## src/rtl/sync_mon_pkg.sv

```systemverilog
package sync_mon_pkg;

    typedef enum logic [1:0] {
        H_START = 2'd0,
        H_GATE  = 2'd1,
        H_CMP   = 2'd2
    } hstate_e;

    typedef enum logic [1:0] {
        V_WAIT = 2'd0,
        V_RUN  = 2'd1,
        V_SAT  = 2'd2
    } vstate_e;

    typedef enum logic {
        P_IDLE  = 1'b0,
        P_TRACK = 1'b1
    } pstate_e;

    localparam int NUM_CH = 2;
    localparam int CH_H   = 0;
    localparam int CH_V   = 1;

endpackage

```

## src/rtl/sm_tick_gen.sv

```systemverilog
module sm_tick_gen #(
    parameter int DIV = 64
) (
    input  logic clk,
    input  logic rst_n,
    output logic tick
);
    localparam int CW = (DIV > 1) ? $clog2(DIV) : 1;
    localparam logic [CW-1:0] LAST = CW'(DIV - 1);

    logic [CW-1:0] cnt;

    always_ff @(posedge clk) begin
        if (!rst_n) begin
            cnt <= '0;
        end else if (cnt == LAST) begin
            cnt <= '0;
        end else begin
            cnt <= cnt + CW'(1);
        end
    end

    assign tick = (cnt == LAST);
endmodule

```

## src/rtl/sm_hfreq.sv

```systemverilog
module sm_hfreq
    import sync_mon_pkg::*;
#(
    parameter int HCNT_W     = 12,
    parameter int GATE_TICKS = 1024,
    parameter int TOL_W      = 4
) (
    input  logic              clk,
    input  logic              rst_n,
    input  logic              tick,
    input  logic              pulse_in,
    input  logic [1:0]        gate_sel,
    input  logic [TOL_W-1:0]  tol,
    input  logic              ovf_clr,
    input  logic              mute_clr,
    output logic [HCNT_W-1:0] hcount,
    output logic              hovf,
    output logic              mute
);
    localparam int GW = $clog2(GATE_TICKS * 4 + 1);
    localparam logic [HCNT_W-1:0] HMAX = {HCNT_W{1'b1}};

    hstate_e state, nxt;

    logic [GW-1:0]     gcnt;
    logic [GW-1:0]     gate_len;
    logic [HCNT_W-1:0] cnt;
    logic [HCNT_W-1:0] cnt_inc;
    logic [HCNT_W-1:0] prev;
    logic [HCNT_W-1:0] diff;
    logic              cnt_ovf;
    logic              ovf_hit;
    logic              have_prev;
    logic              gate_done;
    logic              hovf_set;
    logic              mute_set;

    always_comb begin
        unique case (gate_sel)
            2'b00:   gate_len = GW'(GATE_TICKS);
            2'b01:   gate_len = GW'(GATE_TICKS * 2);
            default: gate_len = GW'(GATE_TICKS * 4);
        endcase
    end

    assign gate_done = (state == H_GATE) && tick && (gcnt >= gate_len - GW'(1));
    assign ovf_hit   = pulse_in && (cnt == HMAX);
    assign cnt_inc   = (pulse_in && (cnt != HMAX)) ? cnt + HCNT_W'(1) : cnt;
    assign diff      = (hcount >= prev) ? (hcount - prev) : (prev - hcount);
    assign hovf_set  = gate_done && (cnt_ovf || ovf_hit);
    assign mute_set  = (state == H_CMP) && have_prev && (diff > HCNT_W'(tol));

    // state register
    always_ff @(posedge clk) begin
        if (!rst_n) begin
            state <= H_START;
        end else begin
            state <= nxt;
        end
    end

    // transitions
    always_comb begin
        nxt = state;
        unique case (state)
            H_START: nxt = H_GATE;
            H_GATE:  nxt = gate_done ? H_CMP : H_GATE;
            H_CMP:   nxt = H_GATE;
            default: nxt = H_START;
        endcase
    end

    // outputs and datapath
    always_ff @(posedge clk) begin
        if (!rst_n) begin
            gcnt      <= '0;
            cnt       <= '0;
            cnt_ovf   <= 1'b0;
            hcount    <= '0;
            prev      <= '0;
            have_prev <= 1'b0;
            hovf      <= 1'b0;
            mute      <= 1'b0;
        end else begin
            unique case (state)
                H_START: begin
                    gcnt    <= '0;
                    cnt     <= '0;
                    cnt_ovf <= 1'b0;
                end
                H_GATE: begin
                    if (gate_done) begin
                        hcount  <= cnt_inc;
                        cnt     <= '0;
                        cnt_ovf <= 1'b0;
                        gcnt    <= '0;
                    end else begin
                        cnt     <= cnt_inc;
                        cnt_ovf <= cnt_ovf | ovf_hit;
                        if (tick) begin
                            gcnt <= gcnt + GW'(1);
                        end
                    end
                end
                H_CMP: begin
                    cnt       <= cnt_inc;
                    cnt_ovf   <= cnt_ovf | ovf_hit;
                    if (tick) begin
                        gcnt <= gcnt + GW'(1);
                    end
                    prev      <= hcount;
                    have_prev <= 1'b1;
                end
                default: begin
                    gcnt <= '0;
                    cnt  <= '0;
                end
            endcase
            hovf <= hovf_set | (hovf & ~ovf_clr);
            mute <= mute_set | (mute & ~mute_clr);
        end
    end
endmodule

```

## src/rtl/sm_vperiod.sv

```systemverilog
module sm_vperiod
    import sync_mon_pkg::*;
#(
    parameter int VCNT_W = 14
) (
    input  logic              clk,
    input  logic              rst_n,
    input  logic              tick,
    input  logic              pulse_in,
    input  logic              ovf_clr,
    output logic [VCNT_W-1:0] vperiod,
    output logic              vovf
);
    localparam logic [VCNT_W-1:0] VMAX  = {VCNT_W{1'b1}};
    localparam logic [VCNT_W-1:0] VLAST = VMAX - VCNT_W'(1);

    vstate_e state, nxt;

    logic [VCNT_W-1:0] cnt;
    logic              sat_hit;

    assign sat_hit = (state == V_RUN) && !pulse_in && tick && (cnt == VLAST);

    // state register
    always_ff @(posedge clk) begin
        if (!rst_n) begin
            state <= V_WAIT;
        end else begin
            state <= nxt;
        end
    end

    // transitions
    always_comb begin
        nxt = state;
        unique case (state)
            V_WAIT:  nxt = pulse_in ? V_RUN : V_WAIT;
            V_RUN:   nxt = sat_hit ? V_SAT : V_RUN;
            V_SAT:   nxt = pulse_in ? V_RUN : V_SAT;
            default: nxt = V_WAIT;
        endcase
    end

    // outputs and datapath
    always_ff @(posedge clk) begin
        if (!rst_n) begin
            cnt     <= '0;
            vperiod <= '0;
            vovf    <= 1'b0;
        end else begin
            unique case (state)
                V_WAIT: begin
                    if (pulse_in) begin
                        cnt <= '0;
                    end
                end
                V_RUN: begin
                    if (pulse_in) begin
                        vperiod <= cnt + VCNT_W'(tick);
                        cnt     <= '0;
                    end else if (sat_hit) begin
                        vperiod <= VMAX;
                        cnt     <= '0;
                    end else if (tick) begin
                        cnt <= cnt + VCNT_W'(1);
                    end
                end
                V_SAT: begin
                    if (pulse_in) begin
                        cnt <= '0;
                    end
                end
                default: cnt <= '0;
            endcase
            vovf <= sat_hit | (vovf & ~ovf_clr);
        end
    end
endmodule

```

## src/rtl/sm_polarity.sv

```systemverilog
module sm_polarity
    import sync_mon_pkg::*;
#(
    parameter int POL_W = 16
) (
    input  logic clk,
    input  logic rst_n,
    input  logic level,
    input  logic pulse_in,
    output logic neg
);
    localparam logic [POL_W-1:0] PMAX = {POL_W{1'b1}};

    pstate_e state, nxt;

    logic [POL_W-1:0] hi_cnt;
    logic [POL_W-1:0] lo_cnt;

    // state register
    always_ff @(posedge clk) begin
        if (!rst_n) begin
            state <= P_IDLE;
        end else begin
            state <= nxt;
        end
    end

    // transitions
    always_comb begin
        nxt = state;
        unique case (state)
            P_IDLE:  nxt = pulse_in ? P_TRACK : P_IDLE;
            P_TRACK: nxt = P_TRACK;
            default: nxt = P_IDLE;
        endcase
    end

    // outputs and datapath
    always_ff @(posedge clk) begin
        if (!rst_n) begin
            hi_cnt <= '0;
            lo_cnt <= '0;
            neg    <= 1'b0;
        end else if (pulse_in) begin
            if (state == P_TRACK) begin
                neg <= (hi_cnt > lo_cnt);
            end
            hi_cnt <= POL_W'(1);
            lo_cnt <= '0;
        end else if (level) begin
            if (hi_cnt != PMAX) begin
                hi_cnt <= hi_cnt + POL_W'(1);
            end
        end else begin
            if (lo_cnt != PMAX) begin
                lo_cnt <= lo_cnt + POL_W'(1);
            end
        end
    end
endmodule

```

## src/rtl/sync_monitor.sv

```systemverilog
module sync_monitor
    import sync_mon_pkg::*;
#(
    parameter int TICK_DIV    = 64,
    parameter int GATE_TICKS  = 1024,
    parameter int HCNT_W      = 12,
    parameter int VCNT_W      = 14,
    parameter int TOL_W       = 4,
    parameter int POL_W       = 16,
    parameter int SYNC_STAGES = 2
) (
    input  logic              clk,
    input  logic              rst_n,
    input  logic              hsync_in,
    input  logic              vsync_in,
    input  logic [1:0]        gate_sel,
    input  logic [TOL_W-1:0]  tol,
    input  logic              hout_neg,
    input  logic              vout_neg,
    input  logic              hovf_clr,
    input  logic              vovf_clr,
    input  logic              mute_clr,
    output logic [HCNT_W-1:0] hcount,
    output logic              hovf,
    output logic [VCNT_W-1:0] vperiod,
    output logic              vovf,
    output logic              hpol_neg,
    output logic              vpol_neg,
    output logic              mute_irq,
    output logic              hsync_out,
    output logic              vsync_out
);
    logic [NUM_CH-1:0] raw_in;
    logic [NUM_CH-1:0] lvl;
    logic [NUM_CH-1:0] edge_v;
    logic [NUM_CH-1:0] pol_neg;
    logic              tick;
    logic              h_edge;
    logic              v_edge;

    assign raw_in[CH_H] = hsync_in;
    assign raw_in[CH_V] = vsync_in;

    for (genvar g = 0; g < NUM_CH; g++) begin : g_chan
        logic [SYNC_STAGES-1:0] sq;
        logic                   lvl_d;

        always_ff @(posedge clk) begin
            if (!rst_n) begin
                sq    <= '0;
                lvl_d <= 1'b0;
            end else begin
                sq    <= {sq[SYNC_STAGES-2:0], raw_in[g]};
                lvl_d <= sq[SYNC_STAGES-1];
            end
        end

        assign lvl[g]    = sq[SYNC_STAGES-1];
        assign edge_v[g] = sq[SYNC_STAGES-1] & ~lvl_d;

        sm_polarity #(.POL_W(POL_W)) u_pol (
            .clk      (clk),
            .rst_n    (rst_n),
            .level    (lvl[g]),
            .pulse_in (edge_v[g]),
            .neg      (pol_neg[g])
        );
    end

    assign h_edge = edge_v[CH_H];
    assign v_edge = edge_v[CH_V];

    sm_tick_gen #(.DIV(TICK_DIV)) u_tick (
        .clk   (clk),
        .rst_n (rst_n),
        .tick  (tick)
    );

    sm_hfreq #(
        .HCNT_W     (HCNT_W),
        .GATE_TICKS (GATE_TICKS),
        .TOL_W      (TOL_W)
    ) u_hfreq (
        .clk      (clk),
        .rst_n    (rst_n),
        .tick     (tick),
        .pulse_in (h_edge),
        .gate_sel (gate_sel),
        .tol      (tol),
        .ovf_clr  (hovf_clr),
        .mute_clr (mute_clr),
        .hcount   (hcount),
        .hovf     (hovf),
        .mute     (mute_irq)
    );

    sm_vperiod #(.VCNT_W(VCNT_W)) u_vper (
        .clk      (clk),
        .rst_n    (rst_n),
        .tick     (tick),
        .pulse_in (v_edge),
        .ovf_clr  (vovf_clr),
        .vperiod  (vperiod),
        .vovf     (vovf)
    );

    assign hpol_neg  = pol_neg[CH_H];
    assign vpol_neg  = pol_neg[CH_V];
    assign hsync_out = lvl[CH_H] ^ pol_neg[CH_H] ^ hout_neg;
    assign vsync_out = lvl[CH_V] ^ pol_neg[CH_V] ^ vout_neg;
endmodule

```

## config.mk

```make
export PLATFORM = sky130hd
export DESIGN_NAME = sync_monitor
export DESIGN_NICKNAME = d
export VERILOG_FILES = /design/src/rtl/sync_mon_pkg.sv /design/src/rtl/sm_tick_gen.sv /design/src/rtl/sm_hfreq.sv /design/src/rtl/sm_vperiod.sv /design/src/rtl/sm_polarity.sv /design/src/rtl/sync_monitor.sv
export SDC_FILE = /design/constraint.sdc
export NUM_CORES = 1
export LEC_CHECK = 0
export ABC_AREA = 1
export BUFFER_PORTS_ARGS = -buffer_cell sky130_fd_sc_hd__buf_4
export CORE_ASPECT_RATIO = 0.9
export CORE_UTILIZATION = 45
export CTS_CLUSTER_SIZE = 10
export DETAILED_ROUTE_END_ITERATION = 6
export PLACE_DENSITY_LB_ADDON = 0.05
export REMOVE_ABC_BUFFERS = 1
export SYNTH_ARGS = -nofsm -noshare
export SYNTH_HDL_FRONTEND = slang
export SYNTH_SLANG_ARGS = --single-unit
export TNS_END_PERCENT = 50
```

## constraint.sdc

```tcl
create_clock -name clk -period 3.49 [get_ports clk]
set_input_delay 0.1745 -clock clk [delete_from_list [all_inputs] [get_ports clk]]
set_output_delay 0.1745 -clock clk [all_outputs]
set_load 0.03 [all_outputs]
```

==> results.md, run 1 <==
- Status: complete, no violations
- Avg Cell Area, Syn: 6.99 sq um
- Final Cell Area: 11100 sq um
- Metal3 WL: 860 um
- CP Launch Point: u_hfreq.hcount[0]
- Pre-Repair DR Iteration Count: 5
- M1 WL: 11700 um
- Worst EP required: 3.82 ns
- Clock sinks: 166
- WHS: 0.258 ns
- Die X: 157 um
- # hold bufs at CTS: 5
- Placed cell areas: 10400 sq um
- Core box area: 21100 sq um
- Pins over their slew limit: 0
- First-pass GRT wire length: 39300 um
- Top Ports: 48
- Routed WL per cell: 13.5 um
- Synth Cell Area: 9790 sq um
- Initial Util: 0.464
- GR Overflow Total: 0
- Final HPWL DP: 17900 um
- Vias post-DR: 8731
- 1st-iter DRT viols: 491
- Antenna viol nets, final: 0
- Ys async rst share: 0
- Distinct cell type count after synthesis: 56
- Synth Warn #: 0
- Max cap viols: 0
- Final Cycle Share: 0.865
- Top routing layer used: met4
- Max Fclk: 331 MHz
- Post-cts sizing count: 0
- Num CTS Buffers: 17
- GRT Total Usage: 0.222
- Setup TNS: 0 ns
- Sequential-to-total area share from yosys stat: 0.339
- Maximum clock path buffer count: 2
- Crit end category: flip-flop
- Crit path max fanout: 8
- Worst skew pair latency: 0.43 ns
- Filler cell count: 2149
- Reg clk slew, reported paths: 0.07 ns
- Die ar.: 22300 sq um
- Tmin final: 3.02 ns
- DIE HEIGHT: 142 um
- Routability cong.: 0.861
- Residual DRC: 0
- # rows: 50
- Initial antenna violation count: 0
- Max VDD drop: 311 uV
- Startpoint Class: flip-flop
- H-tree Lvls: 4
- Finish-stage setup viols: 0
- Register bit count reported by yosys: 166
- Wire length on met2: 10900 um
- Setup Crit Path Kind: reg2reg
- Min-delay src: rst_n
- CP arrival: 3.35 ns
- Via/cell ratio: 4.98
- RSZ-0062 raised after global routing: false
- Post-synth top flop: dfxtp_1
- Slew @ Worst Pin: 0.761 ns
- Final Hold Viols: 0
- TritonCTS clock tree: built
- Crit Reg-Reg Startpoint: u_hfreq.hcount[0]
- Pwr Density: 370 nW/um^2
- HP Class: in2reg
- Share of cells above drive strength 1: 0.0962
- Largest net degree at the start of global routing: 53
- Hold path endpoint: g_chan[1].u_pol.hi_cnt[0]
- Fin nets: 1546
- Number of global-route vias before repair: 8071
- Clk_skew: 0.0106 ns
- Post-CTS Setup Inserts: 0
- Worst reg-to-reg setup slack: 0.47 ns
- Root buffer cell: clkbuf_16
- Worst slew margin: 0.492
- WHS Path Cells: 3
- Pleak: 4.66 nW
- Ant. Diodes: 0
- R2r endpoint: u_hfreq.mute
- Overall Power: 0.00410 W
- Area Growth Syn to Fin: 13.1%
- Number of synthesized flops with an enable pin: 0
- Port Buffers: 47
- Reg2Reg Depth: 21
- Total routed wirelength: 23600 um
- Post-Synthesis Cells: 1401
-- cells by family (layout without fill, tap and decap cells) --
| family | count (synthesis) | in the layout | share of synthesized area |
|---|---|---|---|
| and+or+nand+nor | 598 | 598 | 0.273 |
| AOI/OAI and AO/OA | 267 | 267 | 0.148 |
| buffers and inverters | 249 | 314 | 0.0999 |
| DFF | 166 | 166 | 0.339 |
| adders and majority gates | 78 | 78 | 0.101 |
| xor gates and xnor gates | 43 | 43 | 0.0385 |
-- metal layers --
layer  vias up  track usage
met5         -            0
met4         0       0.0470
met2       145        0.365
met3        13       0.0415
li1       4673            -
met1      3900        0.303
-- cell usage after synthesis (7+ instances only) --
| cell type | number | share of area |
|---|---|---|
| nand3_1 | 72 | 0.037 |
| o21a_1 | 7 | 0.0054 |
| clkbuf_1 | 12 | 0.0046 |
| nor2_2 | 7 | 0.0045 |
| nand2_1 | 290 | 0.11 |
| a21oi_1 | 142 | 0.073 |
| nand2_2 | 12 | 0.0077 |
| nor2_1 | 118 | 0.045 |
| xnor2_1 | 14 | 0.013 |
| inv_1 | 210 | 0.081 |
| nand4_1 | 33 | 0.021 |
| nor3_1 | 32 | 0.016 |
| xor2_1 | 29 | 0.026 |
| inv_2 | 11 | 0.0042 |
| o21ai_0 | 93 | 0.048 |
| ha_1 | 76 | 0.097 |
| nor4_1 | 7 | 0.0045 |
| dfxtp_1 | 166 | 0.34 |
-- power by group --
part	switching (W)	internal, W
sequential	0.0000160	0.00191
combinational	0.000137	0.0000766
clock	0.000817	0.00114
-- per-stage QoR --
stage	std cells	worst slack [ns]	util
after floorplan	1376	0.477	-
after global placement	1715	0.581	0.494
after detailed placement	1715	0.476	0.494
after CTS	1752	0.464	0.525
after global routing	1752	0.0771	0.525
final	1752	0.471	0.525
-- flip-flops by register name, indices dropped and copies added (netlist names) --
name	cells
g_chan.u_pol.state	2
u_vper.vperiod	14
u_hfreq.cnt	12
u_hfreq.state	2
u_vper.state	2
u_hfreq.hcount	12
g_chan.lvl_d	2
g_chan.u_pol.hi_cnt	32
u_hfreq.hovf	1
g_chan.u_pol.neg	2
g_chan.sq	4
u_hfreq.prev	12
u_vper.vovf	1
g_chan.u_pol.lo_cnt	32
u_hfreq.cnt_ovf	1
u_vper.cnt	14
u_tick.cnt	6
u_hfreq.have_prev	1
u_hfreq.gcnt	13
u_hfreq.mute	1
-- cells in the final DEF, fill, tap and decap left out, types with 4 or more instances in the layout --
cell type and count:
nand3_1 72, inv_1 210, clkbuf_8 4, nor2_2 7
nor2_1 118, ha_1 76, or2_2 4, o21ai_0 93
nor2_4 4, nor3_2 5, nand4_1 33, a21oi_1 142
dlygate4sd3_1 5, nor3_1 32, o21a_1 7, buf_4 53
xor2_1 29, a31oi_1 6, inv_2 11, clkbuf_16 17
nand2_1 290, nor4_1 7, dfxtp_1 166, xnor2_1 14
nand2_2 12
-- cell type report --
cell class / count / area [sq um] / share of cell area
well taps: 286 / 358 / 0.0323
clock inverters: 9 / 115 / 0.0104
flip-flops and latches: 166 / 3320 / 0.300
inverters: 224 / 851 / 0.0769
repair buffers: 58 / 448 / 0.0405
multi-input cells: 986 / 5490 / 0.496
clock buffers: 23 / 488 / 0.0441
-- worst max-delay path by stage --
stage	depth (start not counted)	to	slack, ns
detailed placement	21	u_hfreq.mute	0.48
floorplan	18	u_hfreq.mute	0.48
finish	21	u_hfreq.mute	0.47
global route	21	u_hfreq.mute	0.08
CTS	21	u_hfreq.mute	0.46
global placement	20	u_hfreq.mute	0.58
-- worst max-delay path, cell delays in order (launching register included) --
cell     delay [ns]
dfxtp_1        0.34
inv_1          0.08
ha_1           0.14
inv_1          0.08
fa_1           0.41
nand3_1        0.11
nand3_1        0.11
nand2_2        0.10
nand3_2        0.09
buf_4          0.18
nand2_1        0.05
o21ai_0        0.09
xor2_1         0.14
inv_1          0.05
ha_1           0.26
nand2_1        0.05
o21ai_0        0.22
nand2_1        0.08
a21oi_1        0.13
nand3_1        0.08
nand2_1        0.08
a21oi_2        0.05
No activity file was read; power rests on OpenSTA's default activity.
==> inputs of run 2 (changes only) <==
==> constraint.sdc (replaced) <==
create_clock -name clk -period 3.49 [get_ports clk]
set_input_delay 0 -clock clk [delete_from_list [all_inputs] [get_ports clk]]
set_output_delay 0 -clock clk [all_outputs]
set_load 0.03 [all_outputs]
==> run 2 against run 1 <==
Effect of this change:
- first-iteration DRC count is 15% lower
- global-route usage is 0.20 points lower
- routed wire length is 0.45% lower
- maximum frequency is 0.10% higher
- hold slack worse by 0.21 ns
- combinational power hardly changed
- largest power group is now sequential cells
- highest routed layer unchanged
==> results.md, run 2 (synthesized netlist as in run 1, its figures left out) <==
- Status: complete, no violations
- Core box area: 21100 sq um (unchanged)
- Clk_skew: 0.0118 ns (+0.00122 ns)
- Largest net degree at the start of global routing: 53 (unchanged)
- Root buffer cell: clkbuf_16
- Share of cells above drive strength 1: 0.0962 (unchanged)
- Worst slew margin: 0.516 (+0.0233)
- HP Class: in2reg
- RSZ-0062 raised after global routing: false
- Worst path max stage delay: 0.40 ns (about the same)
- R2r endpoint: u_hfreq.mute
- Max VDD drop: 249 uV (-20%)
- Slew @ Worst Pin: 0.726 ns (-0.0350 ns)
- Commonest non-fill, non-tap cell in the layout: nand2_1
- H-tree Lvls: 4 (unchanged)
- Filler cell count: 2134 (-0.70%)
- Post-CTS Setup Inserts: 0 (unchanged)
- 1st-iter DRT viols: 419 (-15%)
- Switch share: 0.246 (+0.00905)
- TritonCTS clock tree: built
- WHS Path Cells: 3 (unchanged)
- Total routed wirelength: 23500 um (-0.45%)
- Combinational Power Share: 0.053 (about the same)
- GRT Total Usage: 0.220 (-0.00196)
- Max cap viols: 0 (unchanged)
- Initial antenna violation count: 0 (unchanged)
- Final Cycle Share: 0.864 (-0.000891)
- Final HPWL DP: 17900 um (+0.14%)
- Min-delay src: rst_n
- Maximum clock path buffer count: 2 (unchanged)
- GR Overflow Total: 0 (unchanged)
- Max Fclk: 332 MHz (+0.10%)
- Hold path endpoint: u_hfreq.mute
- Fin nets: 1546 (unchanged)
- Residual DRC: 0 (unchanged)
- Worst EP required: 3.79 ns (-0.03 ns)
- Final Hold Viols: 0 (unchanged)
- Core Util, Final: 0.524 (-0.00137)
- Tmin final: 3.02 ns (-0.00311 ns)
- Vias post-DR: 8688 (-0.49%)
- Setup Crit Path Kind: reg2reg
- NetSw: 0.000985 W (+1.6%)
- Number of global-route vias before repair: 8040 (-0.38%)
- Routed WL per cell: 13.4 um (-0.45%)
- Initial Util: 0.464 (unchanged)
- Via/cell ratio: 4.96 (-0.49%)
- Seq pwr share: 0.481 (+0.010)
- Pre-Repair DR Iteration Count: 5 (unchanged)
- Pleak: 4.64 nW (-0.40%)
- Worst-path cell chain: inv_1, ha_1, nand2_1, inv_2, nand2_1, nor2_4, nand2_2, nand3_2, buf_4, nand2_1, o21ai_0, xor2_1, inv_1, ha_1, nand2_1, o21ai_0, nand2_1, a21oi_1, nand3_1, nand2_1, a21oi_2
- Finish-stage setup viols: 0 (unchanged)
- Clock sinks: 166 (unchanged)
- Clock Power Share: 0.466 (-0.011)
- Crit path max fanout: 8 (unchanged)
- Setup TNS: 0 ns (unchanged)
- Pins over their slew limit: 0 (unchanged)
- Multi-input gate area: 5490 sq um (unchanged)
- First-pass GRT wire length: 39100 um (-0.40%)
- Port Buffers: 47 (unchanged)
- # rows: 50 (unchanged)
- Crit end category: flip-flop
- CP most frequent cell: nand2_1
- Area Growth Syn to Fin: 12.8%
- Reg clk slew, reported paths: 0.07 ns (about the same)
- Worst skew pair latency: 0.42 ns (about the same)
- # hold bufs at CTS: 5 (unchanged)
- Die ar.: 22300 sq um (unchanged)
- Die X: 157 um (unchanged)
- Worst reg-to-reg setup slack: 0.47 ns (about the same)
- Routability cong.: 0.886 (+2.8%)
- Ant. Diodes: 0 (unchanged)
- DIE HEIGHT: 142 um (unchanged)
- Largest registers: g_chan.u_pol.hi_cnt x32, g_chan.u_pol.lo_cnt x32
- Top Ports: 48 (unchanged)
- Startpoint Class: flip-flop
- Num CTS Buffers: 17 (unchanged)
- CP arrival: 3.32 ns (-0.03 ns)
- Post-cts sizing count: 0 (unchanged)
- P_int: 0.00303 W (-3.3%)
- Crit Reg-Reg Startpoint: u_hfreq.hcount[9]
- Commonest non-fill, non-tap cells in the layout: nand2_1, inv_1, dfxtp_1, a21oi_1, nor2_1
- Register area: 3320 sq um (unchanged)
- CP max stage cell: ha_1
- Reg2Reg Depth: 21 (unchanged)
- Antenna viol nets, final: 0 (unchanged)
- Pwr Density: 363 nW/um^2 (-1.9%)
## run 2: worst max-delay path: cells and delay by family (launching register included)
kind	cells	cell delay [ns]
buffers and inverters	4	0.38
xor gates and xnor gates	1	0.18
adders and majority gates	2	0.66
AOI/OAI and AO/OA	4	0.45
and+or+nand+nor	10	0.82
DFF	1	0.38
## run 2: worst max path at each step
| stage | cells after the start | startpoint | end | slack [ns] |
|---|---|---|---|---|
| after floorplan | 18 | u_hfreq.hcount[3] | u_hfreq.mute | 0.48 |
| after global placement | 20 | u_hfreq.hcount[0] | u_hfreq.mute | 0.57 |
| after detailed placement | 21 | u_hfreq.hcount[9] | u_hfreq.mute | 0.48 |
| after CTS | 21 | u_hfreq.hcount[9] | u_hfreq.mute | 0.46 |
| after global routing | 21 | u_hfreq.hcount[9] | u_hfreq.mute | 0.12 |
| final | 21 | u_hfreq.hcount[9] | u_hfreq.mute | 0.47 |
## run 2: layout make-up
| type | count | share of cell area |
|---|---|---|
| multi-input combinational | 986 | 0.497 |
| clock buffer | 21 | 0.0417 |
| tap | 286 | 0.0324 |
| clock inverter | 11 | 0.0103 |
| inverter | 224 | 0.0771 |
| sequential | 166 | 0.301 |
| timing repair buffer | 58 | 0.0406 |
## run 2: per-stage QoR
stage          total power (W)  area (sq um)  instances  hold WS, ns  setup slack (ns)
6_report               0.00401         11000       1752       0.0518             0.475
5_1_grt                0.00416         11000       1752       0.0548             0.120
4_1_cts                0.00406         11000       1752       0.0468             0.455
3_5_place_dp           0.00218         10400       1715        0.189             0.476
3_3_place_gp           0.00218         10400       1715        0.182             0.574
2_1_floorplan          0.00210          9660       1376       0.0935             0.477
## run 2: power by group through the flow
stage | combinational [W] | clock, W | sequential, W
finish | 0.000213 | 0.00187 | 0.00193
detailed placement | 0.000211 | 0 | 0.00197
global placement | 0.000210 | 0 | 0.00197
floorplan | 0.000130 | 0 | 0.00197
global route | 0.000242 | 0.00198 | 0.00193
CTS | 0.000217 | 0.00191 | 0.00193
## run 2: metal layers
| layer | global-route usage | vias to the layer above | share of wire |
|---|---|---|---|
| met4 | 0.0424 | 0 | 0.0037 |
| met2 | 0.362 | 107 | 0.46 |
| li1 | - | 4679 | - |
| met3 | 0.0363 | 8 | 0.028 |
| met1 | 0.304 | 3894 | 0.51 |
| met5 | 0 | - | 0 |
==> inputs of run 3 (changes only) <==
--- a/config.mk
+++ b/config.mk
@@ -11,6 +11,7 @@
 export CORE_UTILIZATION = 45
 export CTS_CLUSTER_SIZE = 10
 export DETAILED_ROUTE_END_ITERATION = 6
+export GPL_TIMING_DRIVEN = 0
 export PLACE_DENSITY_LB_ADDON = 0.05
 export REMOVE_ABC_BUFFERS = 1
 export SYNTH_ARGS = -nofsm -noshare
==> run 3 against run 2 <==
Effect of this change:
- non-clock buffer count down 6
- power is 2.0% higher
- clock skew decreased by 0.0030 ns
- highest routed layer unchanged
- global-route usage fell by 1.1 points
- first-iteration DRC count increased by 15%
- cell area stayed put
- combinational power is 3% lower
- utilization is the same
- cell count fell by 0.40%
- largest cell class unchanged
- maximum frequency is 5.4% lower
- clock-buffer cell count unchanged
==> results.md, run 3 (synthesized netlist as in run 1, its figures left out) <==
- Hold path endpoint: g_chan[1].sq[1]
- Final HPWL DP: 17100 um (-4.3%)
- Commonest non-fill, non-tap cell in the layout: nand2_1
- Maximum clock path buffer count: 2 (unchanged)
- Port Buffers: 47 (unchanged)
- Startpoint Class: flip-flop
- Final Cycle Share: 0.913 (+0.0494)
- Post-CTS Setup Inserts: 0 (unchanged)
- First-pass GRT wire length: 37200 um (-4.9%)
- Ant. Diodes: 0 (unchanged)
- Num CTS Buffers: 17 (unchanged)
- Slew @ Worst Pin: 1.21 ns (+0.488 ns)
- H-tree Lvls: 4 (unchanged)
- Crit Reg-Reg Startpoint: u_hfreq.hcount[0]
- Pre-Repair DR Iteration Count: 5 (unchanged)
- Number of global-route vias before repair: 7761 (-3.5%)
- Max VDD drop: 321 uV (+29%)
- Initial antenna violation count: 0 (unchanged)
- WHS: 0.0709 ns (+0.0191 ns)
- Setup Crit Path Kind: reg2reg
- Worst EP required: 3.78 ns (about the same)
- Pwr Density: 371 nW/um^2 (+2.0%)
- Final Hold Viols: 0 (unchanged)
- Max Fclk: 314 MHz (-5.4%)
- Initial Util: 0.464 (unchanged)
- Area Growth Syn to Fin: 12.8% (unchanged)
- Non-Filler Instances: 1745 (-0.40%)
- Top Ports: 48 (unchanged)
- Die X: 157 um (unchanged)
- Root buffer cell: clkbuf_16
- CP arrival: 3.48 ns (+0.16 ns)
- Finish-stage setup viols: 0 (unchanged)
- Crit end category: flip-flop
- Reg2Reg Depth: 20 (-4.8%)
- Final Cell Area: 11000 sq um (unchanged)
- DIE HEIGHT: 142 um (unchanged)
- GRT Total Usage: 0.210 (-0.0108)
- Clock sinks: 166 (unchanged)
- Commonest non-fill, non-tap cells in the layout: nand2_1, inv_1, dfxtp_1, a21oi_1, nor2_1
- # rows: 50 (unchanged)
- Setup TNS: 0 ns (unchanged)
- HP Class: in2reg
- Core box area: 21100 sq um (unchanged)
- Fin nets: 1540 (-0.39%)
- Setup WS pre-CTS: 0.0544 ns (-0.421 ns)
- Residual DRC: 0 (unchanged)
- Max cap viols: 0 (unchanged)
- Worst slew margin: 0.188 (-0.328)
- WHS Path Cells: 3 (unchanged)
- TritonCTS clock tree: built
- Placed insts: 1709 (-0.35%)
- Largest registers: g_chan.u_pol.hi_cnt x32, g_chan.u_pol.lo_cnt x32
- Via/cell ratio: 4.95 (-0.11%)
- Tmin final: 3.19 ns (+0.172 ns)
- Pins over their slew limit: 0 (unchanged)
- Share of cells above drive strength 1: 0.0932 (-0.00297)
- RSZ-0062 raised after global routing: false
- Worst skew pair latency: 0.42 ns (about the same)
- R2r endpoint: u_hfreq.mute
- Largest net degree at the start of global routing: 54 (+1.9%)
- Die ar.: 22300 sq um (unchanged)
- Crit path max fanout: 11 (+3)
- GR Overflow Total: 0 (unchanged)
- Reg clk slew, reported paths: 0.06 ns (about the same)
- Vias post-DR: 8644 (-0.51%)
- Routability cong.: 0.860 (-2.9%)
- Worst reg-to-reg setup slack: 0.30 ns (-0.17 ns)
- Antenna viol nets, final: 0 (unchanged)
- Min-delay src: rst_n
- Setup WS post-layout: 0.302 ns (-0.172 ns)
- 1st-iter DRT viols: 483 (+15%)
- Clk_skew: 0.00885 ns (-0.00298 ns)
- CP Launch Point: u_hfreq.hcount[0]
- Total routed wirelength: 22600 um (-4.1%)
- Placed cell areas: 10400 sq um (-0.43%)
- Pleak: 4.63 nW (-0.21%)
- Routed WL per cell: 12.9 um (-3.7%)
- Status: complete, no violations
-- run 3: where the power goes --
part / switching [W] / leakage (nW) / internal, W
Sequential: 0.0000161 / 1.34 / 0.00191
Clock: 0.000787 / 0.296 / 0.00117
Combinational: 0.000134 / 2.99 / 0.0000732
Total: 0.000937 / 4.63 / 0.00316
-- run 3: how the worst max path moves through the flow --
| stage | endpoint | slack (ns) |
|---|---|---|
| 3_3_place_gp | u_hfreq.mute | 0.08 |
| 2_1_floorplan | u_hfreq.mute | 0.48 |
| 4_1_cts | u_hfreq.mute | 0.09 |
| 6_report | u_hfreq.mute | 0.30 |
| 3_5_place_dp | g_chan[1].u_pol.hi_cnt[4] | 0.05 |
| 5_1_grt | u_hfreq.mute | 0.01 |
-- run 3: metrics by stage --
| stage | util | total power [W] |
|---|---|---|
| after floorplan | - | 0.00210 |
| after global placement | 0.492 | 0.00217 |
| after global routing | 0.524 | 0.00425 |
| after detailed placement | 0.492 | 0.00218 |
| after CTS | 0.523 | 0.00415 |
| final | 0.524 | 0.00409 |
-- run 3: what timing repair did --
item / CTS / global route
hold buffers: 5 / 0
resized for setup: 0 / 4
setup endpoints to repair: 0 / 1
hold endpoints to repair: 5 / 0
-- run 3: critical path, stage by stage (launching register included) --
cell and delay [ns]:
dfxtp_1 0.36, inv_1 0.10, ha_1 0.15, inv_1 0.08
fa_1 0.41, nand3_1 0.11, nand3_1 0.11, nand2_2 0.11
nand3_4 0.15, o21ai_1 0.20, xor2_1 0.17, inv_1 0.06
ha_1 0.28, a21oi_1 0.13, o21ai_0 0.08, o21ai_0 0.10
nand2_1 0.08, a21oi_1 0.14, nand3_1 0.10, nand2_1 0.08
a21oi_2 0.05
-- run 3: cell type report --
| cell class | instances | area (sq um) |
|---|---|---|
| well taps | 286 | 358 |
| fillers | 2131 | 10000 |
| clock inverters | 10 | 145 |
| multi-input cells | 986 | 5500 |
| flip-flops and latches | 166 | 3320 |
| repair buffers | 52 | 403 |
| inverters | 224 | 851 |
| clock buffers | 21 | 460 |
-- run 3: routing by layer --
metal | part of all wire | track usage
met5 | 0 | 0
met4 | 0.0041 | 0.0460
met3 | 0.026 | 0.0357
met2 | 0.46 | 0.347
met1 | 0.51 | 0.285
